File: src/rtl/lsb_pkg.sv
package lsb_pkg;
  localparam int PH_W = 3;
  typedef enum logic [PH_W-1:0] {
    PH_IDLE = 3'd0,
    PH_REQ  = 3'd1,
    PH_ADDR = 3'd2,
    PH_GAP  = 3'd3,
    PH_DATA = 3'd4
  } phase_t;
endpackage

File: src/rtl/lsb_phase_fsm.sv
module lsb_phase_fsm
  import lsb_pkg::*;
#(
  parameter int ADDR_W = 16,
  parameter int DATA_W = 16
) (
  input  logic              clk,
  input  logic              rst_n,
  input  logic              drop,
  input  logic              online,
  input  logic              cmd_valid,
  input  logic              cmd_write,
  input  logic [ADDR_W-1:0] cmd_addr,
  input  logic [DATA_W-1:0] cmd_wdata,
  output logic              cmd_ready,
  input  logic              bus_gnt,
  input  logic [DATA_W-1:0] bus_rdata,
  output phase_t            phase,
  output logic [ADDR_W-1:0] lat_addr,
  output logic              lat_wr,
  output logic [DATA_W-1:0] lat_wdata,
  output logic              rsp_valid,
  output logic [DATA_W-1:0] rsp_rdata
);
  assign cmd_ready = online && (phase == PH_IDLE);

  always_ff @(posedge clk) begin
    if (!rst_n) begin
      phase     <= PH_IDLE;
      lat_addr  <= '0;
      lat_wr    <= 1'b0;
      lat_wdata <= '0;
      rsp_valid <= 1'b0;
      rsp_rdata <= '0;
    end else begin
      rsp_valid <= 1'b0;
      if (drop) begin
        phase     <= PH_IDLE;
        lat_addr  <= '0;
        lat_wr    <= 1'b0;
        lat_wdata <= '0;
      end else begin
        unique case (phase)
          PH_IDLE: if (cmd_valid && cmd_ready) begin
            phase     <= PH_REQ;
            lat_addr  <= cmd_addr;
            lat_wr    <= cmd_write;
            lat_wdata <= cmd_wdata;
          end
          PH_REQ:  if (bus_gnt) phase <= PH_ADDR;
          PH_ADDR: phase <= PH_GAP;
          PH_GAP:  phase <= PH_DATA;
          PH_DATA: begin
            if (!lat_wr) begin
              rsp_valid <= 1'b1;
              rsp_rdata <= bus_rdata;
            end
            phase     <= PH_IDLE;
            lat_addr  <= '0;
            lat_wr    <= 1'b0;
            lat_wdata <= '0;
          end
          default: phase <= PH_IDLE;
        endcase
      end
    end
  end
endmodule

File: src/rtl/lsb_sync_check.sv
module lsb_sync_check
  import lsb_pkg::*;
#(
  parameter int ADDR_W    = 16,
  parameter int DIGEST_W  = 8,
  parameter bit LOW_SLOT  = 1'b1
) (
  input  logic                clk,
  input  logic                rst_n,
  input  phase_t              phase,
  input  logic                lat_wr,
  input  logic [ADDR_W-1:0]   lat_addr,
  input  logic [DIGEST_W-1:0] sync_in,
  input  logic                rejoin,
  input  logic                partner_idle,
  output logic [DIGEST_W-1:0] sync_out,
  output logic                drop,
  output logic                offline
);
  localparam int FOLD_W = DIGEST_W - PH_W - 1;

  function automatic logic [FOLD_W-1:0] fold_addr(input logic [ADDR_W-1:0] a);
    logic [FOLD_W-1:0] f;
    f = '0;
    for (int i = 0; i < ADDR_W; i++) begin
      f[i % FOLD_W] = f[i % FOLD_W] ^ a[i];
    end
    return f;
  endfunction

  assign sync_out = {phase, lat_wr, fold_addr(lat_addr)};

  generate
    if (LOW_SLOT) begin : g_low
      logic off_q;
      assign drop    = !off_q && (sync_in != sync_out);
      assign offline = off_q;
      always_ff @(posedge clk) begin
        if (!rst_n)                                  off_q <= 1'b0;
        else if (drop)                               off_q <= 1'b1;
        else if (off_q && rejoin && partner_idle)    off_q <= 1'b0;
      end
    end else begin : g_high
      assign drop    = 1'b0;
      assign offline = 1'b0;
    end
  endgenerate
endmodule

File: src/rtl/lsb_bus_drive.sv
module lsb_bus_drive
  import lsb_pkg::*;
#(
  parameter int ADDR_W = 16,
  parameter int DATA_W = 16
) (
  input  phase_t            phase,
  input  logic              offline,
  input  logic [ADDR_W-1:0] lat_addr,
  input  logic              lat_wr,
  input  logic [DATA_W-1:0] lat_wdata,
  output logic              bus_req,
  output logic              bus_addr_vld,
  output logic [ADDR_W-1:0] bus_addr,
  output logic              bus_wr,
  output logic              bus_data_oe,
  output logic [DATA_W-1:0] bus_data_out
);
  logic in_addr, in_wdata;
  assign in_addr  = !offline && (phase == PH_ADDR);
  assign in_wdata = !offline && (phase == PH_DATA) && lat_wr;

  assign bus_req      = !offline && (phase == PH_REQ);
  assign bus_addr_vld = in_addr;
  assign bus_addr     = in_addr ? lat_addr : '0;
  assign bus_wr       = in_addr && lat_wr;
  assign bus_data_oe  = in_wdata;
  assign bus_data_out = in_wdata ? lat_wdata : '0;
endmodule

File: src/rtl/lockstep_bus_seq.sv
module lockstep_bus_seq
  import lsb_pkg::*;
#(
  parameter int ADDR_W   = 16,
  parameter int DATA_W   = 16,
  parameter int DIGEST_W = 8,
  parameter bit LOW_SLOT = 1'b1
) (
  input  logic                clk,
  input  logic                rst_n,
  input  logic                cmd_valid,
  output logic                cmd_ready,
  input  logic                cmd_write,
  input  logic [ADDR_W-1:0]   cmd_addr,
  input  logic [DATA_W-1:0]   cmd_wdata,
  output logic                rsp_valid,
  output logic [DATA_W-1:0]   rsp_rdata,
  output logic                bus_req,
  input  logic                bus_gnt,
  output logic                bus_addr_vld,
  output logic [ADDR_W-1:0]   bus_addr,
  output logic                bus_wr,
  output logic                bus_data_oe,
  output logic [DATA_W-1:0]   bus_data_out,
  input  logic [DATA_W-1:0]   bus_data_in,
  output logic [DIGEST_W-1:0] sync_out,
  input  logic [DIGEST_W-1:0] sync_in,
  output logic                idle_out,
  input  logic                partner_idle,
  input  logic                rejoin,
  output logic                offline
);
  phase_t            phase;
  logic [ADDR_W-1:0] lat_addr;
  logic              lat_wr;
  logic [DATA_W-1:0] lat_wdata;
  logic              drop;

  assign idle_out = (phase == PH_IDLE);

  lsb_phase_fsm #(.ADDR_W(ADDR_W), .DATA_W(DATA_W)) u_fsm (
    .clk(clk), .rst_n(rst_n), .drop(drop), .online(!offline),
    .cmd_valid(cmd_valid), .cmd_write(cmd_write), .cmd_addr(cmd_addr),
    .cmd_wdata(cmd_wdata), .cmd_ready(cmd_ready), .bus_gnt(bus_gnt),
    .bus_rdata(bus_data_in), .phase(phase), .lat_addr(lat_addr),
    .lat_wr(lat_wr), .lat_wdata(lat_wdata), .rsp_valid(rsp_valid),
    .rsp_rdata(rsp_rdata)
  );

  lsb_sync_check #(.ADDR_W(ADDR_W), .DIGEST_W(DIGEST_W), .LOW_SLOT(LOW_SLOT)) u_sync (
    .clk(clk), .rst_n(rst_n), .phase(phase), .lat_wr(lat_wr),
    .lat_addr(lat_addr), .sync_in(sync_in), .rejoin(rejoin),
    .partner_idle(partner_idle), .sync_out(sync_out), .drop(drop),
    .offline(offline)
  );

  lsb_bus_drive #(.ADDR_W(ADDR_W), .DATA_W(DATA_W)) u_drv (
    .phase(phase), .offline(offline), .lat_addr(lat_addr), .lat_wr(lat_wr),
    .lat_wdata(lat_wdata), .bus_req(bus_req), .bus_addr_vld(bus_addr_vld),
    .bus_addr(bus_addr), .bus_wr(bus_wr), .bus_data_oe(bus_data_oe),
    .bus_data_out(bus_data_out)
  );
endmodule

File: config.mk
export PLATFORM = sky130hd
export DESIGN_NAME = lockstep_bus_seq
export DESIGN_NICKNAME = d
export VERILOG_FILES = /design/src/rtl/lsb_pkg.sv /design/src/rtl/lsb_phase_fsm.sv /design/src/rtl/lsb_sync_check.sv /design/src/rtl/lsb_bus_drive.sv /design/src/rtl/lockstep_bus_seq.sv
export SDC_FILE = /design/constraint.sdc
export NUM_CORES = 1
export LEC_CHECK = 0
export ABC_CLOCK_PERIOD_IN_PS = 2000
export CAP_MARGIN = 20
export CORE_UTILIZATION = 38
export CTS_CLUSTER_DIAMETER = 100
export DETAILED_ROUTE_END_ITERATION = 8
export GPL_ROUTABILITY_DRIVEN = 1
export PLACE_DENSITY = 0.87
export SYNTH_ARGS = -nofsm -noshare
export SYNTH_HDL_FRONTEND = slang
export SYNTH_SLANG_ARGS = --single-unit
File: constraint.sdc
create_clock -name clk -period 2 [get_ports clk]
set_input_delay 0.4 -clock clk [delete_from_list [all_inputs] [get_ports clk]]
set_output_delay 0.4 -clock clk [all_outputs]
set_load 0.01 [all_outputs]
==> flow_summary_export.csv, run 1 <==
group,metric,value,unit
outcome,status,"complete, but fails checks",
outcome,violations,"negative setup slack",
floorplanning,placementRows,30,
yosys,muxShareOfSynthArea,5.72,%
grt,antenna_found_initial,0,
route,dr.pass1.iters,4,
grt,grt_max_degree,36,
finish,fin_area,4960,sq um
floorplanning,core_area,6940,sq um
yosys,synth_seq_area_share,38.6,%
pwr,totalPowerFinal,0.00228,W
sta,finalHoldViolCount,0,
floorplanning,die_width,87.8,um
pwr,power.internal,0.00174,W
critical_path,cp_max_fo,4,
yosys,synth_nets,375,
critical_path,crit_required,1.60,ns
pwr,pwr-share-clk,33.0,%
flow_run,drv_cap,0,
sta,fin_ws,-0.185,ns
clock_tree,htreeDepth,2,
yosys,yosysTopAreaCellShare,38.6,%
yosys,async_flop_share,0,%
yosys,synth-compound-area-share,8.23,%
critical_path,setup.worst_path.end,"bus_data_out[8]",
route,wire_per_inst,17.3,um
finish,final_nets,528,
sta,worstMarginPinSlew,0.451,ns
yosys,synth_fa_ha_area_share,0,%
yosys,synth_area,2800,sq um
min_path,hold_class,"reg2reg",
sta,slew_violations,0,
min_path,min_from,"u_fsm.rsp_rdata[14]$_SDFFE_PN0P_",
critical_path,start_kind,"flip-flop",
yosys,synth_commonest_cells,"dfxtp_1, nand2_1, nor3b_1",
yosys,syn_inst,312,
place,portBuffers,126,
clock_tree,clock-root-buffer,"clkbuf_8",
clock_tree,clockBufferDepth,2,
pwr,switching_share,23.8,%
yosys,synth_seq_cells,54,
sta,setup_viol,51,
route,vias,2885,
grt,grt_pass1_wl,14200,um
place,gp_congestion,0.696,
grt,grt_use_total,23.9,%
sta,period_share,109,%
place,dp_hpwl,5820,um
yosys,synthFlopType,"dfxtp_1",
grt,gr-total-overflow,0,
sta,min_period,2.18,ns
yosys,yosys_warnings,0,
sta,fmax,458,MHz
yosys,synth_edf_count,0,
floorplanning,dieHeight,87.8,um
route,finalWirelength,9710,um
clock_tree,path_clk_slew,0.09,ns
route,ant_nets,0,
sta,slew_headroom,69.9,%
yosys,ys_top_cells_by_area,"dfxtp_1, nor3b_1, and2_1",
finish,drive_gt1_share,35.7,%
sta,rsz0062_at_grt,"true",
finish,syn_to_final_growth,77.1,%
clock_tree,cts_tree,"yes",
finish,n_antenna_cell,0,
critical_path,r2r-start,"u_fsm.phase[0]$_SDFFE_PP0P_",
yosys,synth_top_family_by_area,"simple AND/OR/NAND/NOR gates",
route,drt_iter0_drc,109,
critical_path,critical_path_class,"reg2out",
critical_path,arrival,1.78,ns
pwr,peakVddDrop,396,uV
floorplanning,die_area,7710,sq um
sta,fin_worst_skew,0.0128,ns
critical_path,reg2reg_depth,9,
critical_path,crit_start,"u_fsm.phase[2]$_SDFFE_PP0P_",
pwr,p_comb_share,18.2,%
yosys,synth_cell_types,32,
pwr,powerDensity,460,nW/um^2
yosys,synthSimpleGateAreaFrac,32.7,%
route,via_per_inst,5.14,
yosys,yosysTopAreaCell,"dfxtp_1",
clock_tree,numClockSinks,54,
yosys,postSynthAreaPerCell,8.97,sq um
yosys,synth.most_common_cell,"dfxtp_1",
yosys,synth_xor_area_share,8.36,%
critical_path,critPathCaptureType,"output port",
floorplanning,initial_core_util,40.3,%
clock_tree,clk_latency,0.31,ns
route,remaining_drc_errors,0,
place,place_area,4210,sq um
grt,grt_pass1_vias,2880,
critical_path,reg2reg_to,"u_fsm.rsp_rdata[9]$_SDFFE_PN0P_",
place,dp_slack,-0.380,ns
critical_path,reg2reg_slack,-0.13,ns
pwr,netSwitchingPower,0.000542,W
pwr,leakagePower,2.11,nW
clock_tree,cts_buffers,5,
floorplanning,ios,127,
pwr,seqPwrFrac,48.8,%
-- placed cells by master (no fill, tap or decap), drive strengths merged, types with 2 or more instances in the layout --
master / instances
nor3b: 35
nand2: 36
xnor3: 4
and3: 33
dfxtp: 54
xor2: 8
buf: 85
and2: 34
a21oi: 34
clkdlybuf4s50: 81
nor4b: 4
mux2i: 16
nand3: 2
dlygate4sd2: 7
nor4: 3
xnor2: 8
clkbuf: 9
-- state kept, by name, indices dropped and copies added (netlist names) --
name	flops
u_fsm.lat_addr	16
u_fsm.lat_wdata	16
u_fsm.rsp_rdata	16
u_fsm.phase	3
u_fsm.lat_wr	1
u_fsm.rsp_valid	1
u_sync.offline	1
-- layer usage --
layer | vias to the layer above | wire length [um] | GRT usage [%]
li1 | 1365 | - | -
met1 | 1383 | 3830 | 27.9
met2 | 111 | 5130 | 42.6
met3 | 26 | 489 | 5.00
met4 | 0 | 255 | 9.54
met5 | - | 0 | 0
-- repair_timing --
item,CTS,global route
setup buffers,16,10
endpoints found under the setup margin,57,88
resized for setup,181,87
hold buffers,0,0
pin swaps,13,18
gates cloned,5,1
hold endpoints to repair,0,0
-- how the worst min path moves through the flow --
| stage | to | slack, ns | depth (start not counted) |
|---|---|---|---|
| floorplan | u_fsm.rsp_rdata[0]$_SDFFE_PN0P_ | 0.48 | 2 |
| CTS | u_fsm.rsp_rdata[14]$_SDFFE_PN0P_ | 0.47 | 2 |
| global route | u_fsm.rsp_rdata[14]$_SDFFE_PN0P_ | 0.48 | 2 |
| global placement | u_fsm.rsp_rdata[11]$_SDFFE_PN0P_ | 0.44 | 2 |
| detailed placement | u_fsm.rsp_rdata[14]$_SDFFE_PN0P_ | 0.45 | 2 |
| finish | u_fsm.rsp_rdata[14]$_SDFFE_PN0P_ | 0.47 | 2 |
-- area by class of cell --
| type | count | area [sq um] |
|---|---|---|
| multi-input combinational | 226 | 1800 |
| timing repair buffer | 177 | 1830 |
| sequential | 54 | 1090 |
| clock buffer | 6 | 82.6 |
| tap | 96 | 120 |
| inverter | 1 | 3.75 |
| fill | 489 | 1990 |
| clock inverter | 1 | 30.0 |
-- through the flow --
| stage | TNS, ns | util (%) | instances | hold slack (ns) |
|---|---|---|---|---|
| finish | -5.86 | 71.4 | 561 | 0.467 |
| floorplan | -0.750 | - | 312 | 0.479 |
| global placement | -12.11 | 60.6 | 523 | 0.441 |
| global route | -10.84 | 71.4 | 561 | 0.482 |
| detailed placement | -15.88 | 60.6 | 523 | 0.452 |
| CTS | -6.13 | 66.6 | 551 | 0.466 |
-- critical path, stage by stage, from the launching register on --
cell	delay [ns]
dfxtp_2	0.35
or3b_4	0.40
nor3b_4	0.22
buf_12	0.16
clkbuf_16	0.13
and2_4	0.13
buf_6	0.09
-- cell families (layout without fill, tap and decap cells) --
| kind of cell | count (synthesis) | after routing |
|---|---|---|
| and+or+nand+nor | 151 | 151 |
| DFF | 54 | 54 |
| muxes | 16 | 16 |
| xor gates and xnor gates | 20 | 20 |
| buffers and inverters | 32 | 185 |
| AOI/OAI and AO/OA | 39 | 39 |
-- power groups by stage --
stage	clock, W	sequential, W	combinational [W]
4_1_cts	0.000756	0.00111	0.000395
6_report	0.000752	0.00111	0.000415
3_5_place_dp	0	0.00113	0.000380
3_3_place_gp	0	0.00113	0.000372
5_1_grt	0.000808	0.00112	0.000443
2_1_floorplan	0	0.00113	0.000180
(Power assumes the default switching activity.)
==> run 2, diff against run 1 <==
--- a/config.mk
+++ b/config.mk
@@ -7,6 +7,7 @@
 export LEC_CHECK = 0
 export ABC_CLOCK_PERIOD_IN_PS = 2000
 export CAP_MARGIN = 20
+export CORE_MARGIN = 3
 export CORE_UTILIZATION = 38
 export CTS_CLUSTER_DIAMETER = 100
 export DETAILED_ROUTE_END_ITERATION = 8
@@ -15,3 +16,4 @@
 export SYNTH_ARGS = -nofsm -noshare
 export SYNTH_HDL_FRONTEND = slang
 export SYNTH_SLANG_ARGS = --single-unit
+export TNS_END_PERCENT = 1
==> run 2 against run 1 <==
The run still ends with negative setup slack left. Design area fell by 8.5%. Clock-buffer cell count did not move. Global-route usage fell by 4.0 points. Die area rose by 9.3%. Total power fell by 5.5%. First-iteration DRC count rose by 15%. Sequential share of layout area rose by 2.0 points. Largest cell class is now multi-input combinational cells.
==> flow_summary_export.csv, run 2 (synthesis gave the netlist of run 1 again) <==
group,metric,value,unit
outcome,status,"complete, but fails checks",
outcome,violations,"negative setup slack",
route,remaining_drc_errors,0,
critical_path,cp_max_fo,7,
sta,setup_viol,34,
pwr,peakVddDrop,394,uV
min_path,hold_class,"reg2reg",
finish,reg.largest.list,"u_fsm.lat_addr (16), u_fsm.lat_wdata (16), u_fsm.rsp_rdata (16)",
route,vias,2704,
sta,min_period,2.15,ns
critical_path,path_cells,"buf_6 -> nor4b_4 -> buf_4 -> buf_6 -> buf_6 -> and2_4 -> buf_6",
sta,slew_violations,0,
place,dp_hpwl,6020,um
floorplanning,die_width,91.8,um
finish,final_common_cell,"clkdlybuf4s50_1",
route,drt_iter0_drc,125,
critical_path,critical_path_class,"reg2out",
floorplanning,initial_core_util,40.1,%
clock_tree,clk_latency,0.31,ns
critical_path,setup.worst_path.end,"bus_addr[3]",
critical_path,critical-path-slowest-cell,"nor4b_4",
clock_tree,path_clk_slew,0.10,ns
finish,final_cell_mix,"clkdlybuf4s50_1, dfxtp_1, nand2_1",
floorplanning,core_area,6980,sq um
place,portBuffers,126,
floorplanning,dieHeight,91.8,um
route,ant_nets,0,
critical_path,critPathCaptureType,"output port",
clock_tree,cts_buffers,5,
critical_path,r2r-start,"u_fsm.phase[0]$_SDFFE_PP0P_",
floorplanning,placementRows,30,
grt,grt_max_degree,36,
critical_path,crit_start,"u_fsm.phase[0]$_SDFFE_PP0P_",
sta,tns,-3.61,ns
sta,period_share,107,%
pwr,leakagePower,1.93,nW
finish,final_nets,509,
place,place_area,4200,sq um
finish,fillers,579,
sta,fmax,466,MHz
critical_path,reg2reg_to,"u_fsm.rsp_rdata[12]$_SDFFE_PN0P_",
critical_path,cpMostUsedCell,"buf_6",
pwr,powerDensity,475,nW/um^2
sta,finalHoldViolCount,0,
route,finalWirelength,8820,um
sta,worstMarginPinSlew,0.450,ns
clock_tree,clock-root-buffer,"clkbuf_8",
critical_path,reg2reg_depth,8,
sta,rsz0062_at_grt,"true",
sta,fin_ws,-0.145,ns
finish,n_antenna_cell,0,
place,gp_congestion,0.832,
grt,grt_use_total,19.9,%
grt,gr-total-overflow,0,
critical_path,start_kind,"flip-flop",
clock_tree,clockBufferDepth,2,
sta,slew_headroom,70.0,%
critical_path,slowest_delay,0.36,ns
clock_tree,htreeDepth,2,
clock_tree,numClockSinks,54,
finish,drive_gt1_share,27.5,%
flow_run,drv_cap,0,
grt,antenna_found_initial,0,
critical_path,crit_required,1.60,ns
grt,grt_pass1_vias,2761,
floorplanning,ios,127,
clock_tree,cts_tree,"yes",
critical_path,arrival,1.75,ns
critical_path,reg2reg_slack,0.01,ns
floorplanning,die_area,8430,sq um
route,wire_per_inst,16.2,um
clock_tree,cts_hold_buf,0,
finish,syn_to_final_growth,62.0,%
finish,fin_area,4540,sq um
route,via_per_inst,4.98,
grt,grt_pass1_wl,13600,um
route,dr.pass1.iters,4,
sta,fin_worst_skew,0.0111,ns
==> run 2: cell count changes in the layout (fill, tap and decap cells not counted), sizes merged <==
cell | previous run | this run
buf | 85 | 67
bufinv | 1 | 0
clkbuf | 9 | 7
clkdlybuf4s50 | 81 | 85
clkinv | 0 | 1
clkinvlp | 0 | 1
dlygate4sd2 | 7 | 3
dlymetal6s2s | 1 | 2
==> run 2: worst min-delay path by stage <==
stage / from / to / slack [ns] / cells after the start
after floorplan: u_fsm.rsp_rdata[0]$_SDFFE_PN0P_ / u_fsm.rsp_rdata[0]$_SDFFE_PN0P_ / 0.48 / 2
after global placement: u_fsm.rsp_rdata[4]$_SDFFE_PN0P_ / u_fsm.rsp_rdata[4]$_SDFFE_PN0P_ / 0.44 / 2
final: u_fsm.rsp_rdata[5]$_SDFFE_PN0P_ / u_fsm.rsp_rdata[5]$_SDFFE_PN0P_ / 0.46 / 2
after global routing: u_fsm.rsp_rdata[7]$_SDFFE_PN0P_ / u_fsm.rsp_rdata[7]$_SDFFE_PN0P_ / 0.49 / 2
after detailed placement: u_fsm.rsp_rdata[5]$_SDFFE_PN0P_ / u_fsm.rsp_rdata[5]$_SDFFE_PN0P_ / 0.45 / 2
after CTS: u_fsm.rsp_rdata[7]$_SDFFE_PN0P_ / u_fsm.rsp_rdata[7]$_SDFFE_PN0P_ / 0.47 / 2
==> run 2: critical path, delay by kind of cell (launching register included) <==
kind	cells	cell delay, ns
buffers and inverters	5	0.58
AND/OR/NAND/NOR	2	0.50
flip-flops	1	0.34
==> run 2: per-stage QoR <==
stage / hold slack (ns) / setup slack [ns] / total power (W) / util (%) / cells
final: 0.464 / -0.145 / 0.00215 / 65.0 / 543
after global routing: 0.485 / -0.231 / 0.00224 / 65.0 / 543
after CTS: 0.467 / -0.238 / 0.00216 / 62.4 / 542
after detailed placement: 0.449 / -0.283 / 0.00151 / 60.2 / 521
after global placement: 0.443 / -0.197 / 0.00150 / 60.2 / 521
after floorplan: 0.479 / -0.0828 / 0.00131 / - / 312
==> run 2: layout make-up <==
| cell class | instances | area (sq um) | area share (%) |
|---|---|---|---|
| Clock buffer | 6 | 82.6 | 1.82 |
| Clock inverter | 2 | 12.5 | 0.276 |
| Inverter | 1 | 3.75 | 0.0828 |
| Multi-Input combinational cell | 226 | 1700 | 37.5 |
| Sequential cell | 54 | 1090 | 24.0 |
| Tap cell | 96 | 120 | 2.65 |
| Timing Repair Buffer | 158 | 1530 | 33.7 |
==> run 2: repair_timing <==
| item | CTS | global route |
|---|---|---|
| resized for setup | 168 | 53 |
| setup buffers | 10 | 3 |
| endpoints found under the setup margin | 41 | 86 |
| pin swaps | 14 | 12 |
| cloned | 3 | 0 |
==> run 2: where the power goes <==
part           internal [W]  switching, W
Combinational      0.000236      0.000159
Sequential          0.00109     0.0000177
Clock              0.000279      0.000369
==> run 2: layer usage <==
metal  wire, um  share of wire (%)  up-vias  GRT usage (%)
met1       3730                 42     1269           23.5
met4        170                1.9        0           6.31
met2       4480                 51       90           35.4
met3        445                5.0       14           4.76
met5          0                  0        -              0
li1           -                  -     1331              -
